===== config.mk =====
export PLATFORM = sky130hd
export DESIGN_NAME = dbg2w_host
export DESIGN_NICKNAME = d
export VERILOG_FILES = /design/src/rtl/dbg2w_pkg.sv /design/src/rtl/dbg2w_clkgen.sv /design/src/rtl/dbg2w_seq.sv /design/src/rtl/dbg2w_host.sv
export SDC_FILE = /design/constraint.sdc
export NUM_CORES = 1
export LEC_CHECK = 0
export BUFFER_PORTS_ARGS = -buffer_cell sky130_fd_sc_hd__buf_4
export CORE_ASPECT_RATIO = 1.75
export CORE_MARGIN = 3
export CORE_UTILIZATION = 40
export CTS_CLUSTER_SIZE = 30
export DETAILED_ROUTE_END_ITERATION = 7
export MAX_ROUTING_LAYER = met4
export PLACE_DENSITY = 0.63
export SLEW_MARGIN = 30
export SYNTH_ARGS = -nofsm -noshare
export SYNTH_HDL_FRONTEND = slang
export SYNTH_SLANG_ARGS = --single-unit

===== constraint.sdc =====
create_clock -name clk -period 2.2 [get_ports clk]
set_input_delay 0.44 -clock clk [delete_from_list [all_inputs] [get_ports clk]]
set_output_delay 0.44 -clock clk [all_outputs]
set_load 0.005 [all_outputs]

===== src/rtl/dbg2w_pkg.sv =====
package dbg2w_pkg;

    localparam int DATA_W = 32;

    typedef enum logic [3:0] {
        ST_IDLE,
        ST_REQ,
        ST_TA_REQ,
        ST_ACK,
        ST_TA_ACK,
        ST_WR,
        ST_RD,
        ST_TA_RD,
        ST_TAIL
    } st_e;

    typedef enum logic [1:0] {
        RES_OK      = 2'd0,
        RES_TIMEOUT = 2'd1,
        RES_FAULT   = 2'd2,
        RES_PROTO   = 2'd3
    } res_e;

    localparam logic [2:0] ACK_OK    = 3'b001;
    localparam logic [2:0] ACK_WAIT  = 3'b010;
    localparam logic [2:0] ACK_FAULT = 3'b100;

    typedef struct packed {
        logic              write;
        logic              ap;
        logic [1:0]        addr;
        logic [DATA_W-1:0] wdata;
    } cmd_t;

    // parity bit that makes the total count of ones odd (odd=1) or even (odd=0)
    function automatic logic data_par(input logic [DATA_W-1:0] v, input logic odd);
        return (^v) ^ odd;
    endfunction

    // request bits, bit 0 leaves the host first
    function automatic logic [7:0] build_req(input logic wr, input logic ap,
                                             input logic [1:0] addr, input logic odd);
        logic p;
        p = (wr ^ ap ^ addr[0] ^ addr[1]) ^ odd;
        return {1'b1, 1'b0, p, addr[1], addr[0], ap, wr, 1'b1};
    endfunction

    function automatic res_e classify(input logic [2:0] a);
        if (a == ACK_WAIT)  return RES_TIMEOUT;
        if (a == ACK_FAULT) return RES_FAULT;
        return RES_PROTO;
    endfunction

endpackage


===== src/rtl/dbg2w_clkgen.sv =====
module dbg2w_clkgen #(
    parameter int DIV_W = 8
) (
    input  logic             clk,
    input  logic             rst,
    input  logic             run,
    input  logic [DIV_W-1:0] div,
    output logic             dclk,
    output logic             rise,
    output logic             bend
);
    logic [DIV_W-1:0] cnt;
    logic             ph;
    logic             wrap;

    assign wrap = (cnt == div);

    always_ff @(posedge clk) begin
        if (rst || !run) begin
            cnt <= '0;
            ph  <= 1'b0;
        end else if (wrap) begin
            cnt <= '0;
            ph  <= ~ph;
        end else begin
            cnt <= cnt + 1'b1;
        end
    end

    assign dclk = ph;
    assign rise = run && !ph && wrap;   // last cycle of low half: sample here
    assign bend = run &&  ph && wrap;   // last cycle of high half: next bit starts
endmodule


===== src/rtl/dbg2w_seq.sv =====
module dbg2w_seq
    import dbg2w_pkg::*;
#(
    parameter int DIV_W      = 8,
    parameter int RETRY_W    = 4,
    parameter bit ODD_PARITY = 1'b1
) (
    input  logic               clk,
    input  logic               rst,
    input  logic               cmd_valid,
    input  cmd_t               cmd,
    input  logic [DIV_W-1:0]   clk_div,
    input  logic [RETRY_W-1:0] retry_limit,
    input  logic               rise,
    input  logic               bend,
    input  logic               dio_in,
    output logic               cmd_ready,
    output logic               busy,
    output logic [DIV_W-1:0]   div_q,
    output logic               dio_out,
    output logic               dio_oe,
    output logic               done,
    output logic [1:0]         result,
    output logic [2:0]         ack,
    output logic [DATA_W-1:0]  rdata,
    output logic               parity_err,
    output st_e                state_o,
    output logic [RETRY_W-1:0] retries_o,
    output logic [RETRY_W-1:0] lim_o
);
    localparam logic [5:0] REQ_LAST  = 6'd7;
    localparam logic [5:0] ACK_LAST  = 6'd2;
    localparam logic [5:0] DATA_LAST = 6'(DATA_W);

    st_e                st;
    logic [5:0]         bitcnt;
    logic [7:0]         req_q;
    logic [DATA_W:0]    wr_sh;
    logic [DATA_W:0]    rd_sh;
    logic [2:0]         ack_sh;
    logic               wr_q;
    logic [DATA_W-1:0]  wdata_q;
    logic [RETRY_W-1:0] retries;
    logic [RETRY_W-1:0] lim_q;

    assign cmd_ready = (st == ST_IDLE);
    assign busy      = (st != ST_IDLE);
    assign state_o   = st;
    assign retries_o = retries;
    assign lim_o     = lim_q;

    always_comb begin
        dio_oe  = (st == ST_REQ) || (st == ST_WR) || (st == ST_TAIL);
        case (st)
            ST_REQ:  dio_out = req_q[bitcnt[2:0]];
            ST_WR:   dio_out = wr_sh[0];
            default: dio_out = 1'b0;
        endcase
    end

    always_ff @(posedge clk) begin
        if (rst) begin
            st         <= ST_IDLE;
            bitcnt     <= '0;
            req_q      <= '0;
            wr_sh      <= '0;
            rd_sh      <= '0;
            ack_sh     <= '0;
            wr_q       <= 1'b0;
            wdata_q    <= '0;
            retries    <= '0;
            lim_q      <= '0;
            div_q      <= '0;
            done       <= 1'b0;
            result     <= RES_OK;
            ack        <= '0;
            rdata      <= '0;
            parity_err <= 1'b0;
        end else begin
            done <= 1'b0;
            if (st == ST_IDLE) begin
                if (cmd_valid) begin
                    req_q   <= build_req(cmd.write, cmd.ap, cmd.addr, ODD_PARITY);
                    wr_q    <= cmd.write;
                    wdata_q <= cmd.wdata;
                    div_q   <= clk_div;
                    lim_q   <= retry_limit;
                    retries <= '0;
                    bitcnt  <= '0;
                    st      <= ST_REQ;
                end
            end else begin
                if (rise) begin
                    if (st == ST_ACK) ack_sh <= {dio_in, ack_sh[2:1]};
                    if (st == ST_RD)  rd_sh  <= {dio_in, rd_sh[DATA_W:1]};
                end
                if (bend) begin
                    bitcnt <= bitcnt + 6'd1;
                    case (st)
                        ST_REQ: if (bitcnt == REQ_LAST) begin
                            st     <= ST_TA_REQ;
                            bitcnt <= '0;
                        end
                        ST_TA_REQ: begin
                            st     <= ST_ACK;
                            bitcnt <= '0;
                        end
                        ST_ACK: if (bitcnt == ACK_LAST) begin
                            bitcnt <= '0;
                            st     <= (ack_sh == ACK_OK && !wr_q) ? ST_RD : ST_TA_ACK;
                        end
                        ST_TA_ACK: begin
                            bitcnt <= '0;
                            if (ack_sh == ACK_OK) begin
                                st    <= ST_WR;
                                wr_sh <= {data_par(wdata_q, ODD_PARITY), wdata_q};
                            end else if (ack_sh == ACK_WAIT && retries != lim_q) begin
                                st      <= ST_REQ;
                                retries <= retries + 1'b1;
                            end else begin
                                st         <= ST_IDLE;
                                done       <= 1'b1;
                                ack        <= ack_sh;
                                result     <= classify(ack_sh);
                                parity_err <= 1'b0;
                            end
                        end
                        ST_WR: begin
                            wr_sh <= {1'b0, wr_sh[DATA_W:1]};
                            if (bitcnt == DATA_LAST) begin
                                st     <= ST_TAIL;
                                bitcnt <= '0;
                            end
                        end
                        ST_RD: if (bitcnt == DATA_LAST) begin
                            st     <= ST_TA_RD;
                            bitcnt <= '0;
                        end
                        ST_TA_RD: begin
                            st     <= ST_TAIL;
                            bitcnt <= '0;
                        end
                        ST_TAIL: begin
                            st     <= ST_IDLE;
                            done   <= 1'b1;
                            ack    <= ack_sh;
                            result <= RES_OK;
                            if (!wr_q) begin
                                rdata      <= rd_sh[DATA_W-1:0];
                                parity_err <= rd_sh[DATA_W] !=
                                              data_par(rd_sh[DATA_W-1:0], ODD_PARITY);
                            end else begin
                                parity_err <= 1'b0;
                            end
                        end
                        default: st <= ST_IDLE;
                    endcase
                end
            end
        end
    end
endmodule


===== src/rtl/dbg2w_host.sv =====
module dbg2w_host
    import dbg2w_pkg::*;
#(
    parameter int DIV_W      = 8,
    parameter int RETRY_W    = 4,
    parameter bit ODD_PARITY = 1'b1
) (
    input  logic               clk,
    input  logic               rst,
    input  logic               cmd_valid,
    output logic               cmd_ready,
    input  logic               cmd_write,
    input  logic               cmd_ap,
    input  logic [1:0]         cmd_addr,
    input  logic [31:0]        cmd_wdata,
    input  logic [DIV_W-1:0]   clk_div,
    input  logic [RETRY_W-1:0] retry_limit,
    output logic               dclk,
    output logic               dio_out,
    output logic               dio_oe,
    input  logic               dio_in,
    output logic               done,
    output logic [1:0]         result,
    output logic [2:0]         ack,
    output logic [31:0]        rdata,
    output logic               parity_err
);
    cmd_t               cmd;
    logic               busy;
    logic               rise;
    logic               bend;
    logic [DIV_W-1:0]   div_q;
    st_e                seq_state;
    logic [RETRY_W-1:0] seq_retries;
    logic [RETRY_W-1:0] seq_lim;

    assign cmd = '{write: cmd_write, ap: cmd_ap, addr: cmd_addr, wdata: cmd_wdata};

    dbg2w_clkgen #(.DIV_W(DIV_W)) u_clkgen (
        .clk  (clk),
        .rst  (rst),
        .run  (busy),
        .div  (div_q),
        .dclk (dclk),
        .rise (rise),
        .bend (bend)
    );

    dbg2w_seq #(
        .DIV_W      (DIV_W),
        .RETRY_W    (RETRY_W),
        .ODD_PARITY (ODD_PARITY)
    ) u_seq (
        .clk         (clk),
        .rst         (rst),
        .cmd_valid   (cmd_valid),
        .cmd         (cmd),
        .clk_div     (clk_div),
        .retry_limit (retry_limit),
        .rise        (rise),
        .bend        (bend),
        .dio_in      (dio_in),
        .cmd_ready   (cmd_ready),
        .busy        (busy),
        .div_q       (div_q),
        .dio_out     (dio_out),
        .dio_oe      (dio_oe),
        .done        (done),
        .result      (result),
        .ack         (ack),
        .rdata       (rdata),
        .parity_err  (parity_err),
        .state_o     (seq_state),
        .retries_o   (seq_retries),
        .lim_o       (seq_lim)
    );
endmodule


==> impl_metrics.toml <==
[status]
status = "finished clean"

[power]
p_leak_nw = 3.707
powerDensity_mw_per_mm2 = 787.5
p_seq_share_pct = 46.1
p_switching_w = 0.001917
power_frac_comb_pct = 13.1
p_int_w = 0.005632
ir_worst_vdd_v = 0.0009057
netSwitchingFraction_pct = 25.39
clkPwrFrac_pct = 40.8
power.total_w = 0.007548

[place]
place_inst = 1183
place_congestion = 0.7935
place_worst_setup_slack_ns = 0.1184
dpl.hpwl_mm = 12.16
portBuffers = 94

[logic_synthesis]
synth_fp_nets = 934
synth_flop_cell = "dfxtp_1"
synthTopCellsByArea = "dfxtp_1 46%, mux2i_1 13%, xnor2_1 7.7%, nor2_1 6.5%, nand2_1 5.6%"
syn_avg_cell_area_um2 = 8.950
synth_largest_area_cell = "dfxtp_1"
yosys-top-cells-count = "181 x dfxtp_1, 135 x nor2_1, 118 x nand2_1"
yosysSeqAreaShare_pct = 46.17
synth_seq_cells = 181
synth_top_cell_area_share_pct = 46.17
syn_area_mm2 = 0.007849
async_flop_share_pct = 0
synthMostInstantiatedCell = "dfxtp_1"
yosysUniqueCellTypes = 45
netlist_instances = 877
yosys_warnings = 0
synth_edf_count = 0

[die]
ioPinCount = 95
core.rowCount = 67
fp.coreArea_mm2 = 0.01920
fp.dieW_um = 111.9
initial_core_util_pct = 40.89
die-area_mm2 = 0.02141
die_height_um = 191.3

[setup_path]
required_ns = 1.76
cp_data_arrival_time_ns = 1.71
crit_fanout = 3
r2r_slack_ns = 0.16
path_class = "reg -> out"
setup.worst_path.start_class = "register"
r2r-end = "u_seq.rdata[8]$_SDFFE_PP0P_"
r2r_start = "u_clkgen.cnt[3]$_SDFF_PP0_"
r2r_cells = 8
crit_start = "u_seq.bitcnt[0]$_SDFFE_PP0P_"
endpoint_kind = "primary output"

[sta]
min_period_ns = 2.149
fmax_mhz = 465.3
slew_viol_final = 0
fin_crit_sh_pct = 97.69
worstMarginPinSlew_ns = 0.5840
finalHoldViolations = 0
rsz0062_at_grt = "true"
setup_slack_ns = 0.05088
setup_violations = 0
slew_headroom_pct = 61.06
clock_skew_ns = 0.01336

[drt]
ant_nets = 0
routed_wl_mm = 17.77
drt_first_pass_iters = 4
via_per_inst = 5.017
dr_total_vias = 6096
post_drt_wl_per_cell_um = 14.62
drt_iter0_markers = 290
drcViolationCount = 0

[clock_tree]
clock_path_buffers = 2
cts_tree = "yes"
cts-htree-levels = 4
numCtsBuffers = 17
clk_pin_slew_ns = 0.07
ctsRootBufferMaster = "clkbuf_16"
clk_latency_ns = 0.44
clock_sinks = 181

[job]
drv_cap = 0

[global_routing]
grt_max_degree = 133
grt_pass1_wl_mm = 29.46
grt_pass1_vias = 6045
antenna_found_initial = 0
grt_overflow = 0
grt.total_usage_pct = 17.52

[final_layout]
final_nets = 1019
n_fill_cell = 1832
postLayoutCoreUtil_pct = 49.93
drive_above_1_share_pct = 17.97
antennaDiodeCount = 0
area_growth_syn_to_layout_pct = 22.13
final_cells = 1215

[hold_path]
holdPathEnd = "u_seq.lim_o[2]$_SDFFE_PP0P_"
hold_class = "in -> reg"
worst_hold_path.num_cells = 3
hp-start = "retry_limit[2]"
-- worst max-delay path, cell delays in order (launching register included) --
cell and delay [ns]:
dfxtp_4 0.36, mux4_2 0.53, a21oi_4 0.17, o31ai_4 0.08
buf_4 0.14
-- worst max-delay path by stage --
| stage | to | slack [ns] |
|---|---|---|
| 6_report | dio_out | 0.05 |
| 5_1_grt | u_seq.rdata[8]$_SDFFE_PP0P_ | -0.03 |
| 4_1_cts | dio_out | 0.003 |
| 3_5_place_dp | u_seq.state_o[1]$_SDFFE_PP0P_ | 0.12 |
| 3_3_place_gp | u_seq.parity_err$_SDFFE_PP0P_ | 0.13 |
| 2_1_floorplan | u_seq.state_o[1]$_SDFFE_PP0P_ | 0.03 |
-- cells in the final DEF, fill, tap and decap left out, types with 6 or more instances in the layout --
cell type,count
dfxtp_1,176
nor2_1,132
buf_4,118
nand2_1,116
mux2i_1,102
xnor2_1,69
a21oi_1,68
a211oi_1,32
xor2_1,17
clkbuf_16,17
nand3_1,13
nor3_1,9
inv_1,7
o21ai_0,6
nand3b_1,6
buf_12,6
-- what timing repair did --
| action | 4_1_cts | 5_1_grt |
|---|---|---|
| resized for setup | 8 | 8 |
| hold buffers | 0 | 0 |
| buffers inserted | 1 | 0 |
| endpoints found under the setup margin | 1 | 29 |
| cloned | 0 | 0 |
| pin swaps | 2 | 0 |
-- flip-flops by register name, summed over array words and instances (netlist names), 2 cells and up --
| register | flops |
|---|---|
| u_clkgen.cnt | 8 |
| u_seq.div_q | 8 |
| u_seq.wdata_q | 32 |
| u_seq.wr_sh | 33 |
| u_seq.ack_sh | 3 |
| u_seq.result | 2 |
| u_seq.rd_sh | 33 |
| u_seq.lim_o | 4 |
| u_seq.req_q | 6 |
| u_seq.bitcnt | 6 |
| u_seq.ack | 3 |
| u_seq.state_o | 4 |
| u_seq.retries_o | 4 |
| u_seq.rdata | 32 |
-- through the flow --
stage | instance area [um2] | hold WS (ns) | TNS (ns)
after global routing | 9585 | 0.2369 | -0.2507
after detailed placement | 8921 | 0.4507 | 0
after CTS | 9554 | 0.2214 | 0
after floorplan | 7849 | 0.4312 | 0
final | 9585 | 0.2458 | 0
after global placement | 8921 | 0.4477 | 0
-- kinds of logic (layout without fill, tap and decap cells) --
| logic type | Yosys count | after routing | share of synthesized area [%] |
|---|---|---|---|
| XOR/XNOR | 87 | 87 | 9.884 |
| flip-flops | 181 | 181 | 46.17 |
| adder cells (fa/ha/maj) | 5 | 5 | 0.7971 |
| AO/OA/AOI/OAI | 125 | 125 | 9.549 |
| AND/OR/NAND/NOR | 311 | 311 | 16.77 |
| multiplexers | 103 | 103 | 13.30 |
| buffers and inverters | 65 | 162 | 3.539 |
-- layout make-up --
class,instances,area [um2],area share [%]
sequential,181,3635,37.92
tap,241,301.5,3.146
clock inverter,9,115.1,1.201
timing repair buffer,124,1006,10.49
inverter,7,26.28,0.2741
multi-input combinational,631,4018,41.91
clock buffer,22,484.2,5.052
-- layer usage --
layer | global-route usage [%] | vias up | part of all wire, %
li1 | - | 3125 | -
met1 | 18.41 | 2857 | 40
met2 | 31.47 | 93 | 54
met3 | 3.928 | 21 | 3.9
met4 | 7.260 | 0 | 2.3
met5 | - | - | 0
-- power by group through the flow --
stage	combinational [W]	sequential, W	clock, W
2_1_floorplan	0.000700	0.00352	0
3_3_place_gp	0.000972	0.00356	0
3_5_place_dp	0.000982	0.00356	0
4_1_cts	0.000999	0.00348	0.00318
5_1_grt	0.00111	0.00349	0.00329
6_report	0.000986	0.00348	0.00308
Note: power is estimated with default switching activity, not from simulation.
